===== src/rtl/ilace_pkg.sv =====
package ilace_pkg;
    typedef enum logic {
        ST_IDLE = 1'b0,
        ST_RUN  = 1'b1
    } ilace_state_e;
endpackage


===== src/rtl/ilace_field_seq.sv =====
// Field sequencer: launch acceptance, parity tracking, line countdown, done pulse.
module ilace_field_seq
    import ilace_pkg::*;
#(
    parameter int LINES_W = 12
) (
    input  logic               clk,
    input  logic               rst,
    input  logic               field_start,
    input  logic [LINES_W-1:0] frame_lines,
    input  logic               rd_fire,
    output logic               launch,
    output logic               launch_odd,
    output logic               rd_valid,
    output logic               field_odd,
    output logic               field_done
);
    typedef struct packed {
        ilace_state_e       state;
        logic               next_odd;
        logic               field_odd;
        logic [LINES_W-1:0] left;
        logic               done;
    } seq_t;

    seq_t seq_d, seq_q;
    logic [LINES_W-1:0] n_lines;

    always_comb begin
        launch     = (seq_q.state == ST_IDLE) && field_start;
        launch_odd = seq_q.next_odd;
        // even field takes the extra line when the height is odd
        n_lines    = (frame_lines >> 1) +
                     (seq_q.next_odd ? '0 : LINES_W'(frame_lines[0]));
        seq_d      = seq_q;
        seq_d.done = 1'b0;
        if (launch) begin
            seq_d.field_odd = seq_q.next_odd;
            seq_d.next_odd  = ~seq_q.next_odd;
            if (n_lines == '0) begin
                seq_d.done = 1'b1;
            end else begin
                seq_d.state = ST_RUN;
                seq_d.left  = n_lines;
            end
        end else if (seq_q.state == ST_RUN && rd_fire) begin
            if (seq_q.left == LINES_W'(1)) begin
                seq_d.state = ST_IDLE;
                seq_d.left  = '0;
                seq_d.done  = 1'b1;
            end else begin
                seq_d.left = seq_q.left - LINES_W'(1);
            end
        end
    end

    always_ff @(posedge clk) begin
        if (rst) begin
            seq_q <= '{state: ST_IDLE, next_odd: 1'b0, field_odd: 1'b0,
                       left: '0, done: 1'b0};
        end else begin
            seq_q <= seq_d;
        end
    end

    assign rd_valid   = (seq_q.state == ST_RUN);
    assign field_odd  = seq_q.field_odd;
    assign field_done = seq_q.done;
endmodule


===== src/rtl/ilace_rd_addr.sv =====
// Read-side line address: parity offset at launch, double-line step per accept.
module ilace_rd_addr #(
    parameter int ADDR_W = 32,
    parameter int LEN_W  = 16
) (
    input  logic              clk,
    input  logic              rst,
    input  logic              launch,
    input  logic              launch_odd,
    input  logic              rd_fire,
    input  logic [ADDR_W-1:0] base_addr,
    input  logic [LEN_W-1:0]  line_bytes,
    output logic [ADDR_W-1:0] rd_addr,
    output logic [LEN_W-1:0]  rd_len
);
    typedef struct packed {
        logic [ADDR_W-1:0] addr;
        logic [ADDR_W-1:0] stride;
        logic [LEN_W-1:0]  len;
    } rda_t;

    rda_t rda_d, rda_q;
    logic [ADDR_W-1:0] line_w;

    always_comb begin
        line_w = ADDR_W'(line_bytes);
        rda_d  = rda_q;
        if (launch) begin
            rda_d.addr   = base_addr + (launch_odd ? line_w : '0);
            rda_d.stride = line_w << 1;
            rda_d.len    = line_bytes;
        end else if (rd_fire) begin
            rda_d.addr = rda_q.addr + rda_q.stride;
        end
    end

    always_ff @(posedge clk) begin
        if (rst) begin
            rda_q <= '0;
        end else begin
            rda_q <= rda_d;
        end
    end

    assign rd_addr = rda_q.addr;
    assign rd_len  = rda_q.len;
endmodule


===== src/rtl/ilace_wr_addr.sv =====
// Write-side line address: contiguous lines, step equals line size.
module ilace_wr_addr #(
    parameter int ADDR_W = 32,
    parameter int LEN_W  = 16
) (
    input  logic              clk,
    input  logic              rst,
    input  logic              wr_restart,
    input  logic              wr_step,
    input  logic [ADDR_W-1:0] base_addr,
    input  logic [LEN_W-1:0]  line_bytes,
    output logic [ADDR_W-1:0] wr_addr
);
    logic [ADDR_W-1:0] wa_d, wa_q;

    always_comb begin
        wa_d = wa_q;
        if (wr_restart) begin
            wa_d = base_addr;
        end else if (wr_step) begin
            wa_d = wa_q + ADDR_W'(line_bytes);
        end
    end

    always_ff @(posedge clk) begin
        if (rst) begin
            wa_q <= '0;
        end else begin
            wa_q <= wa_d;
        end
    end

    assign wr_addr = wa_q;
endmodule


===== src/rtl/ilace_field_addr_gen.sv =====
module ilace_field_addr_gen #(
    parameter int ADDR_W  = 32,
    parameter int LEN_W   = 16,
    parameter int LINES_W = 12
) (
    input  logic               clk,
    input  logic               rst,
    input  logic [ADDR_W-1:0]  base_addr,
    input  logic [LEN_W-1:0]   line_bytes,
    input  logic [LINES_W-1:0] frame_lines,
    input  logic               field_start,
    output logic               rd_valid,
    input  logic               rd_ready,
    output logic [ADDR_W-1:0]  rd_addr,
    output logic [LEN_W-1:0]   rd_len,
    output logic               field_odd,
    output logic               field_done,
    input  logic               wr_restart,
    input  logic               wr_step,
    output logic [ADDR_W-1:0]  wr_addr
);
    logic launch;
    logic launch_odd;
    logic rd_fire;

    assign rd_fire = rd_valid && rd_ready;

    ilace_field_seq #(.LINES_W(LINES_W)) seq_i (
        .clk         (clk),
        .rst         (rst),
        .field_start (field_start),
        .frame_lines (frame_lines),
        .rd_fire     (rd_fire),
        .launch      (launch),
        .launch_odd  (launch_odd),
        .rd_valid    (rd_valid),
        .field_odd   (field_odd),
        .field_done  (field_done)
    );

    ilace_rd_addr #(.ADDR_W(ADDR_W), .LEN_W(LEN_W)) rda_i (
        .clk        (clk),
        .rst        (rst),
        .launch     (launch),
        .launch_odd (launch_odd),
        .rd_fire    (rd_fire),
        .base_addr  (base_addr),
        .line_bytes (line_bytes),
        .rd_addr    (rd_addr),
        .rd_len     (rd_len)
    );

    ilace_wr_addr #(.ADDR_W(ADDR_W), .LEN_W(LEN_W)) wra_i (
        .clk        (clk),
        .rst        (rst),
        .wr_restart (wr_restart),
        .wr_step    (wr_step),
        .base_addr  (base_addr),
        .line_bytes (line_bytes),
        .wr_addr    (wr_addr)
    );
endmodule


===== config.mk =====
export PLATFORM = sky130hd
export DESIGN_NAME = ilace_field_addr_gen
export DESIGN_NICKNAME = d
export VERILOG_FILES = /design/src/rtl/ilace_pkg.sv /design/src/rtl/ilace_field_seq.sv /design/src/rtl/ilace_rd_addr.sv /design/src/rtl/ilace_wr_addr.sv /design/src/rtl/ilace_field_addr_gen.sv
export SDC_FILE = /design/constraint.sdc
export NUM_CORES = 1
export LEC_CHECK = 0
export BUFFER_PORTS_ARGS = -buffer_cell sky130_fd_sc_hd__buf_4
export CELL_PAD_IN_SITES_DETAIL_PLACEMENT = 1
export CELL_PAD_IN_SITES_GLOBAL_PLACEMENT = 1
export CORE_MARGIN = 5
export CORE_UTILIZATION = 40
export DETAILED_ROUTE_END_ITERATION = 16
export MAX_ROUTING_LAYER = met4
export PLACE_DENSITY_LB_ADDON = 0.2
export SLEW_MARGIN = 0
export SYNTH_ARGS = -nofsm -noshare
export SYNTH_HDL_FRONTEND = slang
export SYNTH_SLANG_ARGS = --single-unit

===== constraint.sdc =====
create_clock -name clk -period 3.64 [get_ports clk]
set_input_delay 0.546 -clock clk [delete_from_list [all_inputs] [get_ports clk]]
set_output_delay 0.546 -clock clk [all_outputs]
set_load 0.03 [all_outputs]

Word level (Yosys, flattened, before mapping) --
Cells that the tools add are included.
Storage, ports and cells: bits in registers 96, input port bits 66, output and inout bits 83, logic and storage cells 43
Cells by class: $add $sub $neg 5, eq/ne operators 2, multiplexer cells 16, bitwise operators 2, reductions and logical operators 10
Operators with widths (number):
- two-way mux 32 bit | 4
- adder 32 x 16 -> 32 bit | 1
- adder 32 x 17 -> 32 bit | 1
- adder 32 bit | 1
- two-way mux 13 bit | 2
- two-way mux 12 bit | 2
- two-way mux 16 bit | 1
- adder 11 x 12 -> 12 bit | 1
- == test 12 x 1 -> 1 bit, second input constant | 1
- logical NOT 12 bit | 1
- subtractor 12 x 1 -> 12 bit, second input constant | 1
- nonzero test 2 bit | 4
- two-way mux 1 bit | 7
- logical AND 1 bit | 3
- AND reduction 3 bit | 1
- inequality test 2 bit, second input constant | 1
- NOT 1 bit | 2
- AND reduction 2 bit | 1

Depth between registers and ports, before layout --
Gate-level depths: netlist of the first run.
word-level depth 5, depth in mapped cells 12, mapped depth without buffers 10

By module --
A second synthesis of the first run with hierarchy kept.
Unflattened totals: cell total of the unflattened synthesis 1005, area total of the unflattened synthesis 7961.4 sq um
By module, submodules not included:
- ilace_rd_addr | instances 1, cells each 506, area an instance 4061.4 sq um, sequential area each 960.9 sq um
- ilace_wr_addr | instances 1, cells each 326, area an instance 2602.5 sq um, sequential area each 640.6 sq um
- ilace_field_seq | instances 1, cells each 172, area an instance 1291.2 sq um, sequential area each 320.3 sq um
- ilace_field_addr_gen | instances 1, cells each 1, area an instance 6.3 sq um, sequential area each 0.0 sq um

Worst setup path before layout of the first run --
Ideal clock, no wire load.
kind input to register, from input port line_bytes[0], to register wra_i.wa_q[24], in the netlist wra_i.wr_addr[24], library setup time 0.114 ns, arrival time 2.728 ns, slack 0.798 ns, stages 9, path buffers 0, path through ha_1 > fa_1 > a211oi_2 > o211ai_2 > a41oi_2 > nor4b_4 > o21ai_2 > and4bb_1 > a2111oi_0
Between the ends: word-level cells in the longest chain between the ends 3
RTL lines:
- start, declared | RTL line ilace_field_addr_gen.sv:9 | input logic [LEN_W-1:0] line_bytes,
- adder 32 x 16 -> 32 bit | RTL line ilace_wr_addr.sv:21 | wa_d = wa_q + ADDR_W'(line_bytes);
- two-way mux 32 bit | RTL line ilace_wr_addr.sv:20 | end else if (wr_step) begin
- two-way mux 32 bit | RTL line ilace_wr_addr.sv:18 | if (wr_restart) begin
- end signal, assigned | RTL line ilace_wr_addr.sv:29 | wa_q <= wa_d;
- end, declared | RTL line ilace_wr_addr.sv:14 | logic [ADDR_W-1:0] wa_d, wa_q;
Every way passes these cells. The select of a mux whose other input is x is not followed. A chain may end at the register's enable or synchronous reset.

Final worst setup path of the first run --
from register seq_i.seq_q (netlist bit seq_i.launch_odd), to register rda_i.rda_q (netlist bit rda_i.rd_addr[22])
Between the ends: word-level cells in the longest chain between the ends 3
RTL lines:
- start, declared | RTL line ilace_field_seq.sv:26 | seq_t seq_d, seq_q;
- start signal, assigned | RTL line ilace_field_seq.sv:59 | seq_q <= '{state: ST_IDLE, next_odd: 1'b0, field_odd: 1'b0,
- start signal, assigned | RTL line ilace_field_seq.sv:62 | seq_q <= seq_d;
- two-way mux 16 bit | RTL line ilace_rd_addr.sv:29 | rda_d.addr = base_addr + (launch_odd ? line_w : '0);
- adder 32 bit | RTL line ilace_rd_addr.sv:29
- two-way mux 32 bit | RTL line ilace_rd_addr.sv:28 | if (launch) begin
- end signal, assigned | RTL line ilace_rd_addr.sv:41 | rda_q <= rda_d;
- end, declared | RTL line ilace_rd_addr.sv:22 | rda_t rda_d, rda_q;
Every way passes these cells.

==> results.yml, run 1 <==
layout:
  multiInputGateArea_sq_mm: 0.005276
  diodes: 0
  final-seq-area_sq_mm: 0.001922
  final_nets: 1226
  instances_no_fill: 1344
  fill_cells: 2339
  fin_area_sq_mm: 0.009176
  area_growth_pct: 21.85
  drive_gt1_frac: 0.1676
synth:
  synth_fa_ha_area_frac: 0.09437
  yosys.area.top_type: "dfxtp_1"
  ys_warn_count: 0
  synthSimpleGateAreaFrac: 0.2211
  synth_fp_nets: 1100
  syn_area_per_cell_sq_um: 7.693
  synth_top_area_frac: 0.2552
  postSynth.asyncResetShare: 0
  synth_flop_cell: "dfxtp_1"
  synthTopCellsByArea: "dfxtp_1, ha_1, a21oi_1"
  synthDistinctLibCells: 73
  synth_compound_area_frac: 0.2864
  synth_common_cells: "nand2_1, dfxtp_1, a21oi_1"
  synth_seq_area_share: 0.2552
  synth-edff-count: 0
  muxShareOfSynthArea: 0.01379
  synth.most_common_cell: "nand2_1"
  synth_area_sq_mm: 0.007531
  synth_top_family_by_area: "compound AO/OA/AOI/OAI gates"
  synth_xor_area_frac: 0.08373
  synthCells: 979
  synth_seq_cells: 96
clock_tree:
  cts_tree: "built"
  clockBufferDepth: 2
  cts_buffers: 9
  cts-root-buf: "clkbuf_16"
  ctsHoldBuffers: 0
  clock_latency_ns: 0.36
  clock-sinks: 96
  path_clk_slew_ns: 0.07
  htree_levels: 3
  cts_setup_buffers: 0
sta:
  finalMaxSlewViolations: 0
  setup_slack_ns: 0.4138
  setup_violations: 0
  hold_ws_ns: 0.4391
  fin_crit_sh: 0.8863
  fmax_mhz: 310.0
  slew_headroom: 0.4792
  period_minus_slack_ns: 3.226
  fin_worst_skew_ns: 0.007630
  finalSetupTns_ns: 0
  worstMarginPinSlew_ns: 0.7794
  rsz0062_at_grt: "no"
  finalHoldViolCount: 0
critical_path:
  path_class: "register to register"
  cp-endpoint: "rda_i.rd_addr[22]$_SDFFE_PP0P_"
  cp_slowest_cell: "a41oi_2"
  cp-end-kind: "register"
  critPathMaxStageDelay_ns: 0.47
  r2r_slack_ns: 0.41
  cp_common_cell: "o211ai_1"
  critical_path_required_ns: 3.87
  critPathMaxFanout: 11
  reg2regPathDepth: 10
  worstReg2RegStart: "seq_i.launch_odd$_SDFFE_PP0P_"
  crit_chain: "buf_4 > and2_1 > ha_1 > o211ai_1 > or3b_1 > nand4bb_1 > a41oi_2 > nand3_1 > xnor2_1 > o211ai_1"
  worstPathArrival_ns: 3.46
  rr_endpoint: "rda_i.rd_addr[22]$_SDFFE_PP0P_"
  crit_path_start_kind: "register"
  crit_path_start: "seq_i.launch_odd$_SDFFE_PP0P_"
global_routing:
  grt_max_degree: 68
  antenna_found_initial: 0
  grt_usage: 0.2441
  grt_first_pass_wirelength_mm: 42.37
  grt_overflow: 0
  grt_pass1_vias: 8032
place:
  hpwl_mm: 19.94
  placedCellCount: 1328
  port_buffers: 148
  place_area_sq_mm: 0.008852
  place_ws_ns: 0.3266
  gp_congestion: 0.8967
floorplanning:
  placementRows: 50
  dieArea_sq_mm: 0.02167
  io_pins: 149
  coreArea_sq_mm: 0.01864
  fp.dieH_um: 147.2
  die_w_um: 147.2
  start_util: 0.4040
routing:
  firstDrtPassIters: 7
  drc: 0
  vias: 7835
  vias_per_cell: 5.830
  drt-initial-drc-count: 447
  drt-wirelength-per-cell_um: 19.36
  ant_nets: 0
  wl_mm: 26.02
power:
  p_clk_frac: 0.303
  p_int_uw: 2240
  pwr_density_cell_mw_per_mm2: 385.8
  p_sw_uw: 1300
  power_frac_seq: 0.353
  ir_worst_vdd_mv: 0.2471
  share_comb_of_total_power: 0.344
  swShare: 0.3672
  p_leak_uw: 0.003912
flow_run:
  maxCapViolCount: 0
min_path:
  hold_path_class: "input port to register"
run_status:
  status: "complete, no violations"
[timing repair]
item,4_1_cts,5_1_grt
gates resized for setup,0,1
setup endpoints to repair,0,1
hold endpoints to repair,0,0
[critical path: cells and delay by family (launching register included)]
| kind | cells | cell delay, ns |
|---|---|---|
| compound gates | 3 | 0.75 |
| fa+ha+maj | 1 | 0.37 |
| simple gates | 4 | 0.97 |
| xor+xnor | 1 | 0.32 |
| buf+inv | 1 | 0.24 |
| flops | 1 | 0.46 |
[metal layers]
layer / vias up / GRT usage / share of wire
li1: 3852 / - / -
met1: 3784 / 0.3305 / 0.47
met2: 174 / 0.3952 / 0.47
met3: 25 / 0.02128 / 0.043
met4: 0 / 0.06198 / 0.015
met5: - / - / 0
[layout make-up]
cell class | instances | area share
Clock inverter | 5 | 0.008726
Tap cell | 234 | 0.03191
Clock buffer | 11 | 0.02645
Inverter | 47 | 0.01923
Timing Repair Buffer | 158 | 0.1293
Sequential cell | 96 | 0.2094
Multi-Input combinational cell | 793 | 0.5750
[power by group through the flow]
stage / Clock, uW / Combinational (uW) / Sequential, uW
floorplan: 0 / 672 / 1380
CTS: 1100 / 1220 / 1250
global route: 1130 / 1330 / 1260
global placement: 0 / 1180 / 1270
finish: 1070 / 1220 / 1250
detailed placement: 0 / 1210 / 1270
[through the flow]
| step | util | power, uW |
|---|---|---|
| 2_1_floorplan | - | 2054 |
| 3_3_place_gp | 0.4748 | 2450 |
| 3_5_place_dp | 0.4748 | 2476 |
| 4_1_cts | 0.4921 | 3563 |
| 5_1_grt | 0.4922 | 3724 |
| 6_report | 0.4922 | 3540 |
[how the worst min path moves through the flow]
stage,start,to,slack (ns),cells past startpoint
detailed placement,rda_i.rd_addr[0]$_SDFFE_PP0P_,rda_i.rd_addr[0]$_SDFFE_PP0P_,0.45,2
global placement,seq_i.field_odd$_SDFFE_PP0P_,seq_i.field_odd$_SDFFE_PP0P_,0.45,2
CTS,base_addr[0],wra_i.wr_addr[0]$_SDFFE_PP0P_,0.43,3
global route,line_bytes[15],rda_i.rda_q[32]$_SDFFE_PP0P_,0.47,3
floorplan,seq_i.seq_q[8]$_SDFFE_PP0P_,seq_i.seq_q[8]$_SDFFE_PP0P_,0.46,2
finish,base_addr[0],wra_i.wr_addr[0]$_SDFFE_PP0P_,0.44,3
[placed cells by master, fill, tap and decap left out, drive strengths merged, types with 4 or more instances in the layout]
cell | Yosys | layout
nand2 | 105 | 105
a21o | 21 | 21
nor4 | 10 | 10
and3 | 13 | 13
o21a | 19 | 19
inv | 46 | 46
xnor2 | 50 | 50
o21bai | 7 | 7
o21ai | 47 | 47
nor3 | 29 | 29
and4 | 9 | 9
nand4 | 7 | 7
buf | 11 | 158
a221oi | 14 | 14
a31oi | 17 | 17
o22ai | 7 | 7
nor4b | 5 | 5
nand3 | 25 | 25
o2111ai | 8 | 8
a211oi | 19 | 19
or2 | 4 | 4
nor2b | 8 | 8
a2111oi | 9 | 9
or3 | 4 | 4
and2 | 25 | 25
nor2 | 73 | 73
a21oi | 92 | 92
nand2b | 8 | 8
xor2 | 22 | 22
a211o | 8 | 8
clkbuf | 32 | 11
mux2i | 7 | 7
o211ai | 28 | 28
dfxtp | 96 | 96
ha | 52 | 52
[registers in the layout, indices dropped and copies added (netlist names)]
| name | count |
|---|---|
| seq_i.rd_valid | 1 |
| rda_i.rda_q | 16 |
| seq_i.field_odd | 1 |
| rda_i.rd_addr | 32 |
| wra_i.wr_addr | 32 |
| seq_i.seq_q | 12 |
| seq_i.launch_odd | 1 |
| seq_i.field_done | 1 |
[logic make-up (layout without fill, tap and decap cells)]
| family | after synthesis | in the layout |
|---|---|---|
| simple gates | 335 | 335 |
| compound gates | 321 | 321 |
| flops | 96 | 96 |
| buf+inv | 90 | 221 |
| xor+xnor | 72 | 72 |
| fa+ha+maj | 55 | 55 |
| mux | 10 | 10 |
Note: power is estimated with default switching activity, not from simulation.
==> run 2, diff against run 1 <==
Settings changed: SLEW_MARGIN 0 to not set.
Clock period 3.64 ns to 3.05 ns, I/O delays scaled along.
==> run 2 against run 1 <==
Against the previous run: global-route usage grew 0.52 points; design area grew 2.5%; register-to-register slack lost 0.26 ns; critical path type unchanged; highest routed layer unchanged.
==> results.yml, run 2 (same netlist as run 1, synthesis figures left out) <==
sta:
  fin_worst_skew_ns: 0.006460
  hold_ws_ns: 0.3591
  rsz0062_at_grt: "no"
  finalMaxSlewViolations: 0
  finalHoldViolCount: 0
  period_minus_slack_ns: 2.896
  fmax_mhz: 345.3
  slew_headroom: 0.4917
  fin_crit_sh: 0.9496
  worstMarginPinSlew_ns: 0.7624
  setup_violations: 0
routing:
  drc: 0
  vias: 8002
  firstDrtPassIters: 5
  vias_per_cell: 5.849
  ant_nets: 0
  drt-wirelength-per-cell_um: 19.40
  drt-initial-drc-count: 409
  wl_mm: 26.53
critical_path:
  r2r_slack_ns: 0.15
  path_class: "register to register"
  critPathMaxFanout: 18
  worstPathArrival_ns: 3.12
  worstReg2RegStart: "seq_i.launch_odd$_SDFFE_PP0P_"
  crit_path_start: "seq_i.launch_odd$_SDFFE_PP0P_"
  reg2regPathDepth: 12
  crit_path_start_kind: "register"
  cp-end-kind: "register"
  critical_path_required_ns: 3.28
  rr_endpoint: "rda_i.rd_addr[26]$_SDFFE_PP0P_"
layout:
  layout_commonest_cell: "buf_4"
  fin_area_sq_mm: 0.009405
  layout_common_cells: "buf_4, nand2_1, dfxtp_1"
  drive_gt1_frac: 0.1914
  area_growth_pct: 24.89
  final_util: 0.5045
  instances_no_fill: 1368
  final_nets: 1250
  diodes: 0
place:
  port_buffers: 148
  place_area_sq_mm: 0.009057
  gp_congestion: 0.9007
  placedCellCount: 1352
  hpwl_mm: 20.54
clock_tree:
  cts_tree: "built"
  path_clk_slew_ns: 0.07
  post_cts_resized: 0
  ctsHoldBuffers: 0
  htree_levels: 3
  clockBufferDepth: 2
  cts_buffers: 9
  cts-root-buf: "clkbuf_16"
  clock_latency_ns: 0.35
  cts_setup_buffers: 0
  clock-sinks: 96
global_routing:
  grt_first_pass_wirelength_mm: 43.10
  grt_pass1_vias: 8048
  grt_max_degree: 68
  grt_usage: 0.2493
  antenna_found_initial: 0
  grt_overflow: 0
floorplanning:
  die_w_um: 147.2
  dieArea_sq_mm: 0.02167
  io_pins: 149
  fp.dieH_um: 147.2
  coreArea_sq_mm: 0.01864
  start_util: 0.4040
  placementRows: 50
min_path:
  min_from: "base_addr[0]"
  hold_path_class: "input port to register"
  hold_path_depth: 3
  hold_end: "wra_i.wr_addr[0]$_SDFFE_PP0P_"
power:
  p_leak_uw: 0.004035
  pwr_density_cell_mw_per_mm2: 448.9
  ir_worst_vdd_mv: 0.2760
  p_total_uw: 4222
run_status:
  status: "complete, no violations"
flow_run:
  maxCapViolCount: 0
run 2: worst max-delay path by stage:
stage                                     endpoint  slack (ns)
floorplan           rda_i.rd_addr[19]$_SDFFE_PP0P_        0.21
finish              rda_i.rd_addr[26]$_SDFFE_PP0P_        0.15
CTS                    seq_i.seq_q[4]$_SDFFE_PP0P_     0.00002
global route           seq_i.seq_q[4]$_SDFFE_PP0P_       0.003
global placement       seq_i.seq_q[5]$_SDFFE_PP0P_      -0.004
detailed placement     seq_i.seq_q[4]$_SDFFE_PP0P_       -0.11
run 2: per-stage QoR:
stage                TNS [ns]  setup slack [ns]
floorplan                   0            0.2146
global placement    -0.003698         -0.003698
detailed placement    -0.6662           -0.1064
CTS                         0        0.00002065
global route                0          0.002644
finish                      0            0.1537
run 2: final cells by class:
cell class              count  area, sq um
repair buffers            182         1391
flip-flops and latches     96         1922
clock buffers              12        256.5
clock inverters             4        51.30
multi-input cells         793         5315
well taps                 234        292.8
inverters                  47        176.4
fillers                  2360         9238
run 2: power breakdown:
| group | switching [uW] | internal, uW | total [uW] | leakage [uW] |
|---|---|---|---|---|
| clock network | 540 | 684 | 1220 | 0.000149 |
| registers | 123 | 1360 | 1480 | 0.000794 |
| logic | 903 | 610 | 1510 | 0.00309 |
run 2: metal layers:
metal	global-route usage	vias to the layer above	wire, um
met5	-	-	0
met4	0.06011	0	369
met3	0.02375	31	1112
met2	0.3993	193	12420
met1	0.3412	3872	12630
li1	-	3906	-
run 2: worst max-delay path, stage by stage (launching register included):
cell and delay (ns):
dfxtp_1 0.34, buf_12 0.15, and2_1 0.15, ha_1 0.22, fa_1 0.43, a211oi_2 0.30, o21ai_1 0.16, nand4bb_1 0.23
a41oi_4 0.21, buf_4 0.20, nand4_1 0.10, xor2_1 0.16, o211ai_1 0.11
==> run 3, diff against run 2 <==
Settings changed: PLACE_DENSITY set to 0.78, PLACE_DENSITY_LB_ADDON 0.2 to not set.
==> run 3 against run 2 <==
Against the previous run: utilization is 0.32 points lower; combinational power hardly changed; clock-buffer cell count is 1 lower; via count is 0.85% lower; final cell count is 0.22% lower; highest routed layer unchanged.
==> results.yml, run 3 (same netlist as run 1, synthesis figures left out) <==
layout:
  fin_area_sq_mm: 0.009345
  layout_commonest_cell: "buf_4"
  diodes: 0
  instances_no_fill: 1365
  multiInputGateArea_sq_mm: 0.005320
  area_growth_pct: 24.09
  layout_common_cells: "buf_4, nand2_1, dfxtp_1"
  final-seq-area_sq_mm: 0.001922
  drive_gt1_frac: 0.1892
  fill_cells: 2315
  final_nets: 1249
clock_tree:
  cts-root-buf: "clkbuf_16"
  htree_levels: 3
  clock-sinks: 96
  ctsHoldBuffers: 0
  cts_setup_buffers: 0
  path_clk_slew_ns: 0.07
  clock_latency_ns: 0.36
  cts_buffers: 9
  clockBufferDepth: 2
  cts_tree: "built"
routing:
  vias: 7934
  drc: 0
  wl_mm: 26.35
  drt-wirelength-per-cell_um: 19.31
  ant_nets: 0
  firstDrtPassIters: 5
  vias_per_cell: 5.812
  drt-initial-drc-count: 430
sta:
  hold_ws_ns: 0.3683
  finalHoldViolCount: 0
  fin_crit_sh: 0.9457
  fmax_mhz: 346.7
  period_minus_slack_ns: 2.884
  rsz0062_at_grt: "no"
  finalSetupTns_ns: 0
  slew_headroom: 0.4556
  fin_worst_skew_ns: 0.01407
  worstMarginPinSlew_ns: 0.8167
  finalMaxSlewViolations: 0
  setup_violations: 0
floorplanning:
  fp.dieH_um: 147.2
  dieArea_sq_mm: 0.02167
  die_w_um: 147.2
  io_pins: 149
  start_util: 0.4040
  placementRows: 50
  coreArea_sq_mm: 0.01864
global_routing:
  grt_max_degree: 68
  grt_overflow: 0
  grt_pass1_vias: 8016
  antenna_found_initial: 0
  grt_first_pass_wirelength_mm: 41.85
  grt_usage: 0.2420
critical_path:
  critPathMaxStageDelay_ns: 0.53
  r2r_slack_ns: 0.17
  crit_path_start_kind: "register"
  path_class: "register to register"
  cp-end-kind: "register"
  critical_path_required_ns: 3.35
  reg2regPathDepth: 11
  rr_endpoint: "seq_i.seq_q[5]$_SDFFE_PP0P_"
  cp_slowest_cell: "or4_1"
  worstReg2RegStart: "seq_i.launch_odd$_SDFFE_PP0P_"
  worstPathArrival_ns: 3.18
  critPathMaxFanout: 19
  cp_common_cell: "ha_1"
  crit_chain: "buf_12 > nor2b_1 > ha_1 > ha_1 > or4_1 > a2111oi_2 > o2111ai_1 > a21oi_1 > buf_4 > a2111o_1 > o311a_1"
power:
  pwr_density_cell_mw_per_mm2: 436.0
  p_total_uw: 4074
  ir_worst_vdd_mv: 0.2739
  p_leak_uw: 0.003999
min_path:
  hold_path_depth: 3
  hold_path_class: "input port to register"
  hold_end: "wra_i.wr_addr[0]$_SDFFE_PP0P_"
  min_from: "base_addr[0]"
place:
  port_buffers: 148
  gp_congestion: 0.9183
  hpwl_mm: 20.37
  placedCellCount: 1351
  place_area_sq_mm: 0.009037
flow_run:
  maxCapViolCount: 0
run_status:
  status: "complete, no violations"
[run 3: cell count changes in the layout (fill, tap and decap cells not counted), sizes merged]
cell / before / now
buf: 182 / 181
bufinv: 1 / 0
clkbuf: 12 / 11
clkinvlp: 1 / 2
inv: 47 / 46
[run 3: critical path, delay by kind of cell, from the launching register on]
kind                       cells  cell delay [ns]
AOI/OAI and AO/OA              5             1.11
and+or+nand+nor                2             0.59
adders and majority gates      2             0.42
buffers and inverters          2             0.37
DFF                            1             0.36
[run 3: layout make-up]
| type | instances | area share |
|---|---|---|
| Tap cell | 234 | 0.03133 |
| Timing Repair Buffer | 181 | 0.1467 |
| Sequential cell | 96 | 0.2056 |
| Clock buffer | 11 | 0.02597 |
| Multi-Input combinational cell | 793 | 0.5693 |
| Clock inverter | 3 | 0.002142 |
| Inverter | 47 | 0.01888 |
[run 3: worst max path at each step]
| stage | end | depth (start not counted) | start | slack [ns] |
|---|---|---|---|---|
| floorplan | rda_i.rd_addr[19]$_SDFFE_PP0P_ | 11 | rda_i.rda_q[17]$_SDFFE_PP0P_ | 0.21 |
| global placement | seq_i.seq_q[5]$_SDFFE_PP0P_ | 11 | frame_lines[0] | -0.05 |
| detailed placement | seq_i.seq_q[3]$_SDFFE_PP0P_ | 11 | frame_lines[0] | -0.14 |
| CTS | rda_i.rd_addr[19]$_SDFFE_PP0P_ | 10 | rda_i.rd_addr[1]$_SDFFE_PP0P_ | 0.08 |
| global route | seq_i.seq_q[11]$_SDFFE_PP0P_ | 11 | seq_i.launch_odd$_SDFFE_PP0P_ | 0.009 |
| finish | seq_i.seq_q[5]$_SDFFE_PP0P_ | 11 | seq_i.launch_odd$_SDFFE_PP0P_ | 0.17 |
[run 3: power by group]
| part | internal [uW] | switching, uW |
|---|---|---|
| clock | 566 | 514 |
| sequential | 1360 | 124 |
| combinational | 607 | 900 |
| total | 2540 | 1540 |
[run 3: repair_timing]
item	CTS	global route
endpoints found under the setup margin	2	18
pin swaps	0	2
gates resized for setup	1	10
[run 3: metal layers]
layer | track usage | vias to the layer above | wire length, um
met3 | 0.02190 | 20 | 1062
met4 | 0.06104 | 0 | 316
met5 | - | - | 0
li1 | - | 3903 | -
met2 | 0.3952 | 179 | 12340
met1 | 0.3246 | 3832 | 12630
[run 3: metrics by stage]
| step | utilization | setup WS (ns) |
|---|---|---|
| 3_3_place_gp | 0.4848 | -0.04887 |
| 6_report | 0.5013 | 0.1657 |
| 3_5_place_dp | 0.4848 | -0.1354 |
| 2_1_floorplan | - | 0.2146 |
| 4_1_cts | 0.4989 | 0.07561 |
| 5_1_grt | 0.5013 | 0.008806 |
